## config.mk

```make
export PLATFORM = sky130hd
export DESIGN_NAME = vit_decoder
export DESIGN_NICKNAME = d
export VERILOG_FILES = /design/src/rtl/vit_pkg.sv /design/src/rtl/vit_bmu.sv /design/src/rtl/vit_acs.sv /design/src/rtl/vit_best.sv /design/src/rtl/vit_decoder.sv
export SDC_FILE = /design/constraint.sdc
export NUM_CORES = 2
export LEC_CHECK = 0
export BUFFER_PORTS_ARGS = -buffer_cell sky130_fd_sc_hd__buf_2
export CELL_PAD_IN_SITES_DETAIL_PLACEMENT = 0
export CELL_PAD_IN_SITES_GLOBAL_PLACEMENT = 1
export CORE_MARGIN = 1
export CORE_UTILIZATION = 25
export CTS_CLUSTER_DIAMETER = 150
export DETAILED_ROUTE_END_ITERATION = 10
export HOLD_SLACK_MARGIN = 0.02
export PLACE_DENSITY = 0.48
export SETUP_SLACK_MARGIN = 0.02
export SLEW_MARGIN = 20
export SYNTH_ARGS = -nofsm -noshare
export SYNTH_HDL_FRONTEND = slang
export SYNTH_SLANG_ARGS = --single-unit
```

## constraint.sdc

```tcl
create_clock -name clk_i -period 24.1 [get_ports clk_i]
set_input_delay 1.205 -clock clk_i [delete_from_list [all_inputs] [get_ports clk_i]]
set_output_delay 1.205 -clock clk_i [all_outputs]
set_load 0.1 [all_outputs]
```

## src/rtl/vit_pkg.sv

```systemverilog
package vit_pkg;
  localparam int SOFT_W = 8;
  localparam int BM_W   = SOFT_W + 1;
  localparam int PM_W   = 16;

  typedef logic signed [SOFT_W-1:0] soft_t;
  typedef logic signed [BM_W-1:0]   bm_t;
  typedef logic signed [PM_W-1:0]   pm_t;

  localparam pm_t PM_MAX = {1'b0, {(PM_W-1){1'b1}}};
  localparam pm_t PM_MIN = {1'b1, {(PM_W-1){1'b0}}};

  function automatic pm_t pm_sat_add(input pm_t a, input pm_t b);
    logic signed [PM_W:0] s;
    s = {a[PM_W-1], a} + {b[PM_W-1], b};
    if (s[PM_W] != s[PM_W-1]) return s[PM_W] ? PM_MIN : PM_MAX;
    return s[PM_W-1:0];
  endfunction

  function automatic pm_t pm_sat_sub(input pm_t a, input pm_t b);
    logic signed [PM_W:0] s;
    s = {a[PM_W-1], a} - {b[PM_W-1], b};
    if (s[PM_W] != s[PM_W-1]) return s[PM_W] ? PM_MIN : PM_MAX;
    return s[PM_W-1:0];
  endfunction

  function automatic pm_t bm_ext(input bm_t b);
    return {{(PM_W-BM_W){b[BM_W-1]}}, b};
  endfunction

  function automatic logic parity(input int unsigned g, input int unsigned v);
    return ^(g & v);
  endfunction
endpackage

```

## src/rtl/vit_bmu.sv

```systemverilog
module vit_bmu
  import vit_pkg::*;
(
  input  soft_t soft0_i,
  input  soft_t soft1_i,
  output bm_t   sum_o,
  output bm_t   diff_o
);
  assign sum_o  = {soft0_i[SOFT_W-1], soft0_i} + {soft1_i[SOFT_W-1], soft1_i};
  assign diff_o = {soft0_i[SOFT_W-1], soft0_i} - {soft1_i[SOFT_W-1], soft1_i};
endmodule

```

## src/rtl/vit_acs.sv

```systemverilog
module vit_acs
  import vit_pkg::*;
#(
  parameter int          K      = 3,
  parameter int unsigned G0     = 7,
  parameter int unsigned G1     = 5,
  parameter int          SURV_W = 32,
  parameter int          NS     = 0
) (
  input  pm_t               pm_i [1<<(K-1)],
  input  logic [SURV_W-1:0] sv_i [1<<(K-1)],
  input  bm_t               sum_i,
  input  bm_t               diff_i,
  output pm_t               pm_o,
  output logic [SURV_W-1:0] sv_o,
  output logic              drop_o
);
  localparam int SW  = K - 1;
  localparam int NST = 1 << SW;
  localparam int U   = NS >> (SW - 1);
  // predecessors share all state bits but the oldest one
  localparam int PA  = (NS << 1) & (NST - 1);
  localparam int PB  = PA | 1;
  localparam logic A0 = parity(G0, (U << SW) | PA);
  localparam logic A1 = parity(G1, (U << SW) | PA);
  localparam logic B0 = parity(G0, (U << SW) | PB);
  localparam logic B1 = parity(G1, (U << SW) | PB);

  function automatic pm_t corr(input logic c0, input logic c1, input bm_t s, input bm_t d);
    pm_t v;
    v = (c0 == c1) ? bm_ext(s) : bm_ext(d);
    return c0 ? -v : v;
  endfunction

  pm_t  cand_a, cand_b;
  logic take_b;

  assign cand_a = pm_sat_add(pm_i[PA], corr(A0, A1, sum_i, diff_i));
  assign cand_b = pm_sat_add(pm_i[PB], corr(B0, B1, sum_i, diff_i));
  assign take_b = cand_b > cand_a;

  always_comb begin
    if (take_b) begin
      pm_o   = cand_b;
      sv_o   = {1'(U), sv_i[PB][SURV_W-1:1]};
      drop_o = sv_i[PB][0];
    end else begin
      pm_o   = cand_a;
      sv_o   = {1'(U), sv_i[PA][SURV_W-1:1]};
      drop_o = sv_i[PA][0];
    end
  end
endmodule

```

## src/rtl/vit_best.sv

```systemverilog
module vit_best
  import vit_pkg::*;
#(
  parameter int NST = 4,
  localparam int IDX_W = $clog2(NST)
) (
  input  pm_t              pm_i [NST],
  output logic [IDX_W-1:0] idx_o,
  output pm_t              max_o
);
  always_comb begin
    idx_o = '0;
    max_o = pm_i[0];
    for (int i = 1; i < NST; i++) begin
      if (pm_i[i] > max_o) begin
        max_o = pm_i[i];
        idx_o = IDX_W'(i);
      end
    end
  end
endmodule

```

## src/rtl/vit_decoder.sv

```systemverilog
module vit_decoder
  import vit_pkg::*;
#(
  parameter int          K         = 3,
  parameter int unsigned G0        = 7,
  parameter int unsigned G1        = 5,
  parameter int          SURV_W    = 32,
  parameter int          RENORM_TH = 7000,
  parameter int          INIT_PM   = -768
) (
  input  logic                     clk_i,
  input  logic                     rst_ni,
  input  logic signed [SOFT_W-1:0] soft0_i,
  input  logic signed [SOFT_W-1:0] soft1_i,
  input  logic                     in_valid_i,
  output logic                     bit_o,
  output logic                     bit_valid_o
);
  localparam int NST   = 1 << (K - 1);
  localparam int IDX_W = $clog2(NST);
  localparam int CNT_W = $clog2(SURV_W + 1);

  logic              bank_sel;
  pm_t               pm_q [2][NST];
  logic [SURV_W-1:0] sv_q [2][NST];
  logic [CNT_W-1:0]  cnt_q;
  logic              bit_q, valid_q;

  pm_t               pm_rd  [NST];
  logic [SURV_W-1:0] sv_rd  [NST];
  pm_t               pm_new [NST];
  pm_t               pm_wr  [NST];
  logic [SURV_W-1:0] sv_new [NST];
  logic [NST-1:0]    drop;
  bm_t               bm_sum, bm_diff;
  logic [IDX_W-1:0]  best_idx;
  pm_t               best_max;
  logic              renorm;

  always_comb begin
    for (int i = 0; i < NST; i++) begin
      pm_rd[i] = pm_q[bank_sel][i];
      sv_rd[i] = sv_q[bank_sel][i];
    end
  end

  vit_bmu u_bmu (
    .soft0_i (soft0_i),
    .soft1_i (soft1_i),
    .sum_o   (bm_sum),
    .diff_o  (bm_diff)
  );

  for (genvar s = 0; s < NST; s++) begin : g_acs
    vit_acs #(
      .K(K), .G0(G0), .G1(G1), .SURV_W(SURV_W), .NS(s)
    ) u_acs (
      .pm_i   (pm_rd),
      .sv_i   (sv_rd),
      .sum_i  (bm_sum),
      .diff_i (bm_diff),
      .pm_o   (pm_new[s]),
      .sv_o   (sv_new[s]),
      .drop_o (drop[s])
    );
  end

  vit_best #(.NST(NST)) u_best (
    .pm_i  (pm_new),
    .idx_o (best_idx),
    .max_o (best_max)
  );

  assign renorm = best_max >= pm_t'(RENORM_TH);

  always_comb begin
    for (int i = 0; i < NST; i++)
      pm_wr[i] = renorm ? pm_sat_sub(pm_new[i], best_max) : pm_new[i];
  end

  always_ff @(posedge clk_i or negedge rst_ni) begin
    if (!rst_ni) begin
      bank_sel <= 1'b0;
      cnt_q    <= '0;
      bit_q    <= 1'b0;
      valid_q  <= 1'b0;
      for (int b = 0; b < 2; b++) begin
        for (int i = 0; i < NST; i++) begin
          pm_q[b][i] <= (i == 0) ? '0 : pm_t'(INIT_PM);
          sv_q[b][i] <= '0;
        end
      end
    end else if (in_valid_i) begin
      for (int i = 0; i < NST; i++) begin
        pm_q[~bank_sel][i] <= pm_wr[i];
        sv_q[~bank_sel][i] <= sv_new[i];
      end
      bank_sel <= ~bank_sel;
      if (cnt_q != CNT_W'(SURV_W)) cnt_q <= cnt_q + 1'b1;
      valid_q <= cnt_q == CNT_W'(SURV_W);
      bit_q   <= drop[best_idx];
    end else begin
      valid_q <= 1'b0;
    end
  end

  assign bit_o       = bit_q;
  assign bit_valid_o = valid_q;
endmodule

```

==> flow_metrics.tcl <==
set metrics [dict create \
    run_status "finished, final reports clean" \
    h-tree-depth 2 \
    synthArstFlopShare 1.000 \
    setup_violations 0 \
    synth-simple-area-share 0.1513 \
    clk_latency_ns 0.65 \
    synth-warning-count 0 \
    grt.overflow.total 0 \
    drtPass1Iterations 5 \
    tightest_slew_ns 1.158 \
    worstSetupPathType "in2reg" \
    ioPinCount 21 \
    path_common_cell "a21oi_1" \
    cpPeakStageDelay_ns 0.63 \
    synthAdderAreaFrac 0.1337 \
    area_delta_synth_final_pct 11.92 \
    grt_pass1_wl_mm 183.1 \
    antenna_found_initial 7 \
    cts_buffers 49 \
    synth_area_sq_um 32970 \
    cp_max_fo 20 \
    place_hpwl_mm 92.86 \
    path_delay_family "compound AO/OA/AOI/OAI gates" \
    rsz0062_at_grt "no" \
    die_height_um 365.1 \
    cts_tree "yes" \
    drv_slew 0 \
    slowest_stage "a21oi_1" \
    grt_pass1_vias 27970 \
    routed_wl_mm 121.1 \
    die_area_sq_um 133300 \
    synth_edf_count 0 \
    hold_path_class "reg2reg" \
    coreArea_sq_um 130100 \
    die_w_um 365.1 \
    cts_buffer_depth 3 \
    synthXorXnorAreaFrac 0.04809 \
    reg2reg_slack_ns 2.80 \
    worstPathArrival_ns 22.80 \
    rows 132 \
    avgSynthCellArea_sq_um 8.321 \
    period_minus_slack_ns 22.24 \
    post_cts_buffers 0 \
    ant_nets 0 \
    cp-end-kind "register" \
    initial_core_util 0.2533 \
    required_ns 24.66 \
    period_share 0.9228 \
    maxSlewHeadroom 0.2252 \
    ys_types 106 \
    critPathLaunchType "input pin" \
    synth-seq-area-share 0.2938 \
    place_congestion 0.8992 \
    muxShareOfSynthArea 0.09981 \
    drtIter0Drc 1658 \
    max_freq_ghz 0.04496 \
    ys_ff_latch 385 \
    clock-skew-final_ns 0.02781 \
    clkTransAtPathRegs_ns 0.06 \
    finalSetupTns_ns 0 \
    vias_per_cell 4.917 \
    wl_per_cell_um 21.24 \
    cap_violations 0 \
    syn_inst 3962 \
    synth_fp_nets 4316 \
    drive_above_1_share 0.09392 \
    synth_flop_cell "dfrtp_1" \
    synth-compound-area-share 0.2271 \
    final_hold_viol_count 0 \
    path_buf_inv 9 \
    nets 4277 \
    grt_max_degree 218 \
    cts_sinks 385 \
    io_buffers 20 \
    drc 0 \
    synth_top_family_by_area "compound AO/OA/AOI/OAI gates" \
    grtUsageTotal 0.1805 \
    vias 28050 \
    root_buffer "clkbuf_16" \
]
## worst reg2reg max path, delay by kind of cell (launching register included)
kind	cells	cell delay [ns]
adders and majority gates	8	2.72
DFF	1	0.77
xor gates and xnor gates	1	0.11
muxes	5	1.84
and+or+nand+nor	19	4.01
buffers and inverters	6	1.53
AOI/OAI and AO/OA	50	10.21
## state kept, by name, indices dropped and copies added (netlist names)
name / count
bit_valid_o: 1
cnt_q: 6
bank_sel: 1
pm_q: 128
sv_q: 248
bit_o: 1
## what timing repair did
action | 4_1_cts | 5_1_grt
gates resized for setup | 0 | 1
setup endpoints to repair | 0 | 23
hold buffers | 0 | 0
## worst paths after layout
check / startpoint / to / depth (start not counted)
max: soft1_i[1] / pm_q[74] / 94
min: pm_q[90] / pm_q[90] / 2
max reg2reg: bank_sel / pm_q[74] / 89
min reg2reg: pm_q[90] / pm_q[90] / 2
max in group asynchronous: rst_ni / sv_q[12] / 3
min in group asynchronous: rst_ni / pm_q[48] / 1
## cells in the mapped netlist, drive strengths merged (80+ instances only)
cell type  instances  area share
inv              209       0.024
dfrtp            343        0.26
mux2i            229       0.070
ha               324        0.12
a21oi            286       0.044
nor2             284       0.032
a31oi            100       0.020
nand2            551       0.063
o21ai            438       0.067
xnor2            132       0.035
mux2              80       0.028
clkbuf           155       0.018
## cells in the final DEF (no fill, tap or decap), types with 13 or more instances in the layout
master       n
nand2_1    548
o21ai_0    398
dfrtp_1    342
ha_1       324
nor2_1     283
a21oi_1    282
mux2i_1    228
inv_1      209
xnor2_1    132
a31oi_1     94
mux2_2      77
buf_4       74
o21bai_1    64
a21o_1      59
xor2_1      49
clkbuf_16   49
nand2b_1    48
o31ai_1     45
dfstp_2     42
nand3_1     41
o21a_1      38
o21ai_1     35
nor3_1      35
nor2b_1     27
nand4_1     27
o211ai_1    22
and2_1      21
buf_2       19
o22ai_1     17
and3_1      16
a211oi_1    15
or2_2       13
or3_1       13
clkbuf_8    13
clkbuf_1    13
## per-stage QoR
stage | utilization | worst slack (ns) | cells | area (sq um) | hold WS, ns
floorplan | - | 4.525 | 3962 | 32970 | 0.4415
global placement | 0.2707 | 1.243 | 5614 | 35230 | 0.4554
detailed placement | 0.2707 | 1.129 | 5614 | 35230 | 0.4552
CTS | 0.2834 | 1.761 | 5703 | 36880 | 0.4638
global route | 0.2835 | 0.07702 | 5703 | 36890 | 0.4737
finish | 0.2835 | 1.860 | 5704 | 36900 | 0.4582
## final cells by class
type / instances / area [sq um]
fillers: 14210 / 93250
multi-input cells: 3179 / 21850
flip-flops and latches: 385 / 9691
well taps: 1742 / 2180
clock buffers: 75 / 1454
inverters: 211 / 792.0
repair buffers: 97 / 725.7
clock inverters: 14 / 203.9
diodes: 1 / 2.502
## logic make-up (layout without fill, tap and decap cells)
logic type,count (synthesis),count (layout)
AND/OR/NAND/NOR,1128,1128
other,0,1
XOR/XNOR,181,181
buffers and inverters,398,397
flip-flops,385,385
AO/OA/AOI/OAI,1209,1209
adder cells (fa/ha/maj),348,348
multiplexers,313,313
## routing by layer
metal	GRT usage	part of all wire
met1	0.2623	0.51
met2	0.2906	0.45
met3	0.01468	0.022
met4	0.03520	0.019
met5	0	0
Power is not shown: default switching activity piles up to over one toggle a cycle in this logic, so the estimate is an artifact.
